`config.mk`:
```
export PLATFORM = sky130hd
export DESIGN_NAME = start_gate
export DESIGN_NICKNAME = d
export VERILOG_FILES = /design/src/rtl/start_gate.sv
export SDC_FILE = /design/constraint.sdc
export NUM_CORES = 1
export LEC_CHECK = 0
export CORE_ASPECT_RATIO = 0.7
export CORE_MARGIN = 3
export CORE_UTILIZATION = 33
export CTS_BUF_LIST = sky130_fd_sc_hd__clkbuf_16
export DETAILED_ROUTE_END_ITERATION = 8
export GPL_ROUTABILITY_DRIVEN = 0
export PLACE_DENSITY_LB_ADDON = 0.12
export SLEW_MARGIN = 20
export SYNTH_ARGS = -nofsm -noshare
export SYNTH_HDL_FRONTEND = slang
export SYNTH_SLANG_ARGS = --single-unit
```
`constraint.sdc`:
```
create_clock -name clk -period 0.8 [get_ports clk]
set_input_delay 0.16 -clock clk [delete_from_list [all_inputs] [get_ports clk]]
set_output_delay 0.16 -clock clk [all_outputs]
set_load 0.02 [all_outputs]
```
`src/rtl/start_gate.sv`:
```
module start_gate #(
  parameter int CNT_W = 16,
  parameter int LEN_W = 16
) (
  input  logic             clk,
  input  logic             rst_n,
  input  logic             req_valid,
  input  logic             req_read,
  input  logic [1:0]       req_bnd,
  input  logic             req_hdr,
  input  logic [LEN_W-1:0] req_len,
  input  logic [CNT_W-1:0] tx_fill,
  input  logic [CNT_W-1:0] rx_free,
  input  logic [CNT_W-1:0] tx_thld,
  input  logic [CNT_W-1:0] rx_thld,
  input  logic             accept,
  output logic             go,
  output logic             exit_req
);

  localparam logic [1:0] BND_CONT    = 2'b00;
  localparam logic [1:0] BND_RESTART = 2'b10;
  localparam int         CMP_W       = (CNT_W > LEN_W) ? CNT_W : LEN_W;

  logic [CMP_W-1:0] level, thr, len_ext, eff;
  logic             gated, met, ok, exit_now, taken;
  logic             go_q, exit_q, exited_q;

  assign level    = req_read ? CMP_W'(rx_free) : CMP_W'(tx_fill);
  assign thr      = req_read ? CMP_W'(rx_thld) : CMP_W'(tx_thld);
  assign len_ext  = CMP_W'(req_len);
  assign eff      = (thr < len_ext) ? thr : len_ext;
  assign met      = level >= eff;
  assign gated    = req_bnd != BND_CONT;
  assign ok       = !gated || met;
  assign taken    = go_q && accept;
  assign exit_now = req_valid && req_hdr && (req_bnd == BND_RESTART)
                    && !ok && !exited_q;

  always_ff @(posedge clk or negedge rst_n) begin
    if (!rst_n) begin
      go_q     <= 1'b0;
      exit_q   <= 1'b0;
      exited_q <= 1'b0;
    end else begin
      go_q     <= req_valid && ok && !taken;
      exit_q   <= exit_now;
      exited_q <= req_valid && (exited_q || exit_now) && !taken;
    end
  end

  assign go       = go_q;
  assign exit_req = exit_q;

  a_r10_exclusive: assert property (@(posedge clk) disable iff (!rst_n)
    !(go && exit_req));

  a_r5_single_pulse: assert property (@(posedge clk) disable iff (!rst_n)
    exit_req |=> !exit_req);

  a_r8_drop_on_accept: assert property (@(posedge clk) disable iff (!rst_n)
    (go && accept) |=> !go);

  a_r4_needs_request: assert property (@(posedge clk) disable iff (!rst_n)
    $rose(go) |-> $past(req_valid));

  a_r6_exit_only_restart: assert property (@(posedge clk) disable iff (!rst_n)
    $rose(exit_req) |-> ($past(req_bnd) == BND_RESTART && $past(req_hdr)));

endmodule

```
Word-level counts from Yosys, hierarchy flattened

Cells that the tools add are included.

Magnitude comparators: 2
Equality and inequality tests: 1
Muxes and demuxes: 3
Reductions and logical operators: 16

Operator list:

| cell                                  | number |
|---|---|
| 16-bit 2-to-1 mux                     | 3 |
| 16-bit >= comparator                  | 1 |
| 16-bit less-than comparator           | 1 |
| 1-bit logical AND                     | 9 |
| 1-bit zero test                       | 4 |
| 2-bit == test (second input constant) | 1 |
| 1-bit logical OR                      | 2 |
| 2-bit nonzero test                    | 1 |

Flip-flop bits (word level): 3
Bits of input ports: 88
Output and inout port bits: 2
Logic and storage cells: 25

Longest topological paths before layout

Depth after elaboration: 11
Mapped depth: 16

Worst setup path before layout

No wires, ideal clock.

Path type: input-to-reg
Start point: in req_read
End point: reg exited_q
Library setup time: 137 ps
Arrival: 3475 ps
Required time: 663 ps
Slack: -2812 ps
Stages: 15
Buffers on the path: 3
Cell sequence: buf_6 > clkbuf_1 > mux2_2 > ha_1 > a21oi_1 > o21ai_1 > o311ai_2 > nand2_2 > buf_6 > mux2i_1 > ha_1 > nand4_1 > o311a_1 > o311ai_1 > o31ai_1

Word-level cells in the longest chain between the ends: 11
Elaborated cells on any way between the ends: 12

RTL lines:

| what                               | line | text |
|---|---|---|
| start: declaration                 | 8    | `input logic req_read,` |
| 16-bit 2-to-1 mux                  | 30   | `assign thr = req_read ? CMP_W'(rx_thld) : CMP_W'(tx_thld);` |
| 16-bit less-than comparator        | 32   | `assign eff = (thr < len_ext) ? thr : len_ext;` |
| 16-bit 2-to-1 mux                  | 32   |  |
| 16-bit >= comparator (*)           | 33   | `assign met = level >= eff;` |
| 1-bit logical OR (*)               | 35   | `assign ok = !gated \|\| met;` |
| 1-bit zero test (*)                | 38   | `&& !ok && !exited_q;` |
| 1-bit logical AND (*) (2 in a row) | 38   |  |
| 1-bit logical OR (*)               | 48   | `exited_q <= req_valid && (exited_q \|\| exit_now) && !taken;` |
| 1-bit logical AND (*) (2 in a row) | 48   |  |
| end signal: assignment             | 48   |  |
| end: declaration                   | 27   | `logic go_q, exit_q, exited_q;` |

Every way passes the cells marked *; elsewhere a longest branch is shown, timed or not.

Final worst setup path

Start point: in tx_thld[12]
End point: reg go_q (netlist: go)

Word-level cells in the longest chain between the ends: 7

RTL lines:

| what                               | line | text |
|---|---|---|
| start: declaration                 | 14   | `input logic [CNT_W-1:0] tx_thld,` |
| 16-bit 2-to-1 mux (*)              | 30   |  |
| 16-bit less-than comparator        | 32   |  |
| 16-bit 2-to-1 mux (*)              | 32   |  |
| 16-bit >= comparator (*)           | 33   |  |
| 1-bit logical OR (*)               | 35   |  |
| 1-bit logical AND (*) (2 in a row) | 46   | `go_q <= req_valid && ok && !taken;` |
| end signal: assignment             | 46   |  |
| end: declaration                   | 27   |  |

Marks and branches as above.

==> impl_metrics.toml <==
[status]
status = "finished with violations"
violations = "setup timing"

[yosys]
synth-seq-cells = 3
synth_common_cells = "ha_1 (31), mux2_2 (30), mux2i_1 (17)"
synth_cell_type_count = 31
synth_fp_nets = 274
yosysWarningCount = 0
synth_edf_count = 0
synth_top_area_cell = "ha_1"
synth_area_per_cell_um2 = 8.93
synth_top_area_share = 0.280
synth.area.top_cells = "ha_1 (28%), mux2_2 (24%), mux2i_1 (12%), dfrtp_1 (5.4%), inv_1 (4.3%)"
postSynthCellCount = 155
ys_seq_area_frac = 0.0542
mappedNetlistArea_um2 = 1380
async_flop_share = 1.00
yosysMostFrequentCell = "ha_1"
synthFlopType = "dfrtp_1"

[timing]
layout_setup_ws_ps = -2370
fmax_ghz = 0.316
drv_slew = 0
relSlewSlack = 0.791
min_period_ps = 3170
rsz0062_at_grt = "true"
worst_pin_slew_ps = 311
setup_violations = 5
fin_skew_ps = 2.36
final.period_utilization = 3.96
hold_violations = 0

[drt]
wl_per_cell_um = 15.2
via_count = 1628
ant_nets = 0
dr.pass1.iters = 4
drt_iter0_drc = 26
via_per_inst = 4.95
wirelength_mm = 5.01
drc_errors = 0

[final_layout]
nNetsFinal = 397
fin_cells = 329
n_antenna_cell = 0
syn_to_final_growth_pct = 123
layout-drive-gt1-share = 0.404
fill_cells = 291
final_cell_area_um2 = 3080

[critical_path]
path_cells = "clkdlybuf4s50_1 > mux2_4 > ha_1 > and4_4 > a221oi_4 > nand2_2 > buf_6 > buf_4 > mux2i_2 > ha_2 > a211o_1 > a31oi_4 > o311a_1 > o311ai_4 > nor2b_2"
r2r_end = "exited_q"
reg2reg_setup_slack_ps = -140
worstSetupPathType = "primary input to flop"
cp_slowest_stage_delay_ps = 400
reg2reg_from = "go"
path_delay_family = "compound AO/OA/AOI/OAI gates"
worst_path_max_delay_cell = "clkdlybuf4s50_1"
crit_arrival_ps = 3320
crit_path_end_kind = "flop"
crit_buf_inv = 3
reg2reg_depth = 3
start_kind = "primary input"
required_ps = 950
crit_path_max_fanout = 6

[floorplanning]
fp.dieH_um = 60.2
num_rows = 19
die_width_um = 83.4
fp.dieArea_um2 = 5020
num_io_pins = 90
core_area_um2 = 3970
start_util = 0.349

[grt]
grt_max_degree = 12
grt_pass1_vias = 1656
grt_overflow = 0
grtUsageTotal = 0.192
grt_antenna_before_repair = 0
grt_pass1_wl_mm = 7.76

[clock_tree]
cts_buffers = 3
cts_root_buf = "clkbuf_16"
clk_pin_slew_ps = 30
cts_max_level = 1
cts_tree = "yes"
cts.sinks = 3
clock_tree.buffer_depth = 2
clkLatencyLatePin_ps = 220

[power_and_ir_drop]
swShare = 0.322
power_density_nw_per_um2 = 997
combPwrFrac = 0.691
power_mw = 3.07
power_leakage_nw = 1.44
sequentialPowerShare = 0.056
cell_internal_pwr_mw = 2.08
ir_drop_uv = 1640
pwr-share-clk = 0.253
p_switching_mw = 0.988

[placed_design]
post_dp_cell_area_um2 = 2600
place_ws_ps = -3100
io_buffers = 89
dp_hpwl_mm = 3.58
dp.cells = 313

[job]
maxCapViolCount = 0

[hold_path]
min_path_type = "primary input to asynchronous set/reset pin"
[stage by stage]
step	hold WS, ps	setup TNS [ps]	utilization
3_5_place_dp	354	-9730	0.655
4_1_cts	122	-7350	0.744
2_1_floorplan	-136	-7280	-
5_1_grt	128	-7710	0.776
3_3_place_gp	350	-9600	0.655
6_report	124	-7210	0.776
[cell type report]
| class | instances | area (um^2) | share of cell area |
|---|---|---|---|
| Multi-Input combinational cell | 131 | 1570 | 0.509 |
| Timing Repair Buffer | 123 | 1230 | 0.400 |
| Sequential cell | 3 | 75.1 | 0.0244 |
| Clock buffer | 3 | 75.1 | 0.0244 |
| Tap cell | 52 | 65.1 | 0.0211 |
| Inverter | 16 | 60.1 | 0.0195 |
| Clock inverter | 1 | 3.75 | 0.00122 |
[power groups by stage]
| stage | logic [mW] | clock network [mW] | registers, mW |
|---|---|---|---|
| 3_3_place_gp | 1.64 | 0 | 0.170 |
| 3_5_place_dp | 1.66 | 0 | 0.170 |
| 6_report | 2.12 | 0.778 | 0.171 |
| 2_1_floorplan | 0.893 | 0 | 0.181 |
| 4_1_cts | 1.91 | 0.791 | 0.171 |
| 5_1_grt | 2.31 | 0.812 | 0.172 |
[what timing repair did]
item / CTS / global route
gates resized for setup: 64 / 33
endpoints found under the hold margin: 0 / 0
setup endpoints to repair: 5 / 5
cloned: 2 / 0
hold buffers: 0 / 0
buffers inserted: 11 / 0
pin swaps: 25 / 14
[logic make-up after synthesis]
logic type | Yosys count | share of synthesized area
flops | 3 | 0.0542
compound gates | 27 | 0.134
buf+inv | 21 | 0.0678
fa+ha+maj | 31 | 0.280
mux | 47 | 0.367
simple gates | 26 | 0.0967
[worst max path at each step]
stage | start | end | slack [ps] | cells after the start
6_report | tx_thld[12] | go | -2370 | 15
5_1_grt | tx_thld[12] | go | -2530 | 15
4_1_cts | req_read | exited_q | -2410 | 16
3_5_place_dp | req_read | exited_q | -3100 | 16
3_3_place_gp | req_read | exited_q | -3040 | 16
2_1_floorplan | req_read | exited_q | -2440 | 16
[placed cells by master, fill, tap and decap left out, drive strengths merged]
cell | Yosys | routed
a211o | 1 | 1
a211oi | 1 | 1
a21o | 1 | 1
a21oi | 11 | 11
a221oi | 1 | 1
a311oi | 1 | 1
a31oi | 2 | 2
and4 | 2 | 2
buf | 2 | 37
clkbuf | 3 | 3
clkdlybuf4s50 | 0 | 61
dfrtp | 3 | 3
dlygate4sd2 | 0 | 17
dlymetal6s2s | 0 | 8
ha | 31 | 31
inv | 16 | 17
mux2 | 30 | 30
mux2i | 17 | 17
nand2 | 9 | 9
nand2b | 1 | 1
nand3 | 4 | 4
nand4 | 2 | 2
nand4b | 1 | 1
nor2 | 4 | 4
nor2b | 2 | 2
nor3 | 1 | 1
o211ai | 1 | 1
o21ai | 4 | 4
o311a | 1 | 1
o311ai | 2 | 2
o31ai | 1 | 1
[metal layers]
layer / up-vias / GRT usage / wire length [um]
met4: 0 / 0.0210 / 42
met1: 732 / 0.254 / 2320
met2: 57 / 0.333 / 2360
met5: - / 0 / 0
met3: 4 / 0.0441 / 281
li1: 835 / - / -
[sequential cells by signal (all words and copies together), names as in the netlist]
name and count:
go 1, exit_req 1, exited_q 1
No activity file was read; power rests on OpenSTA's default activity.
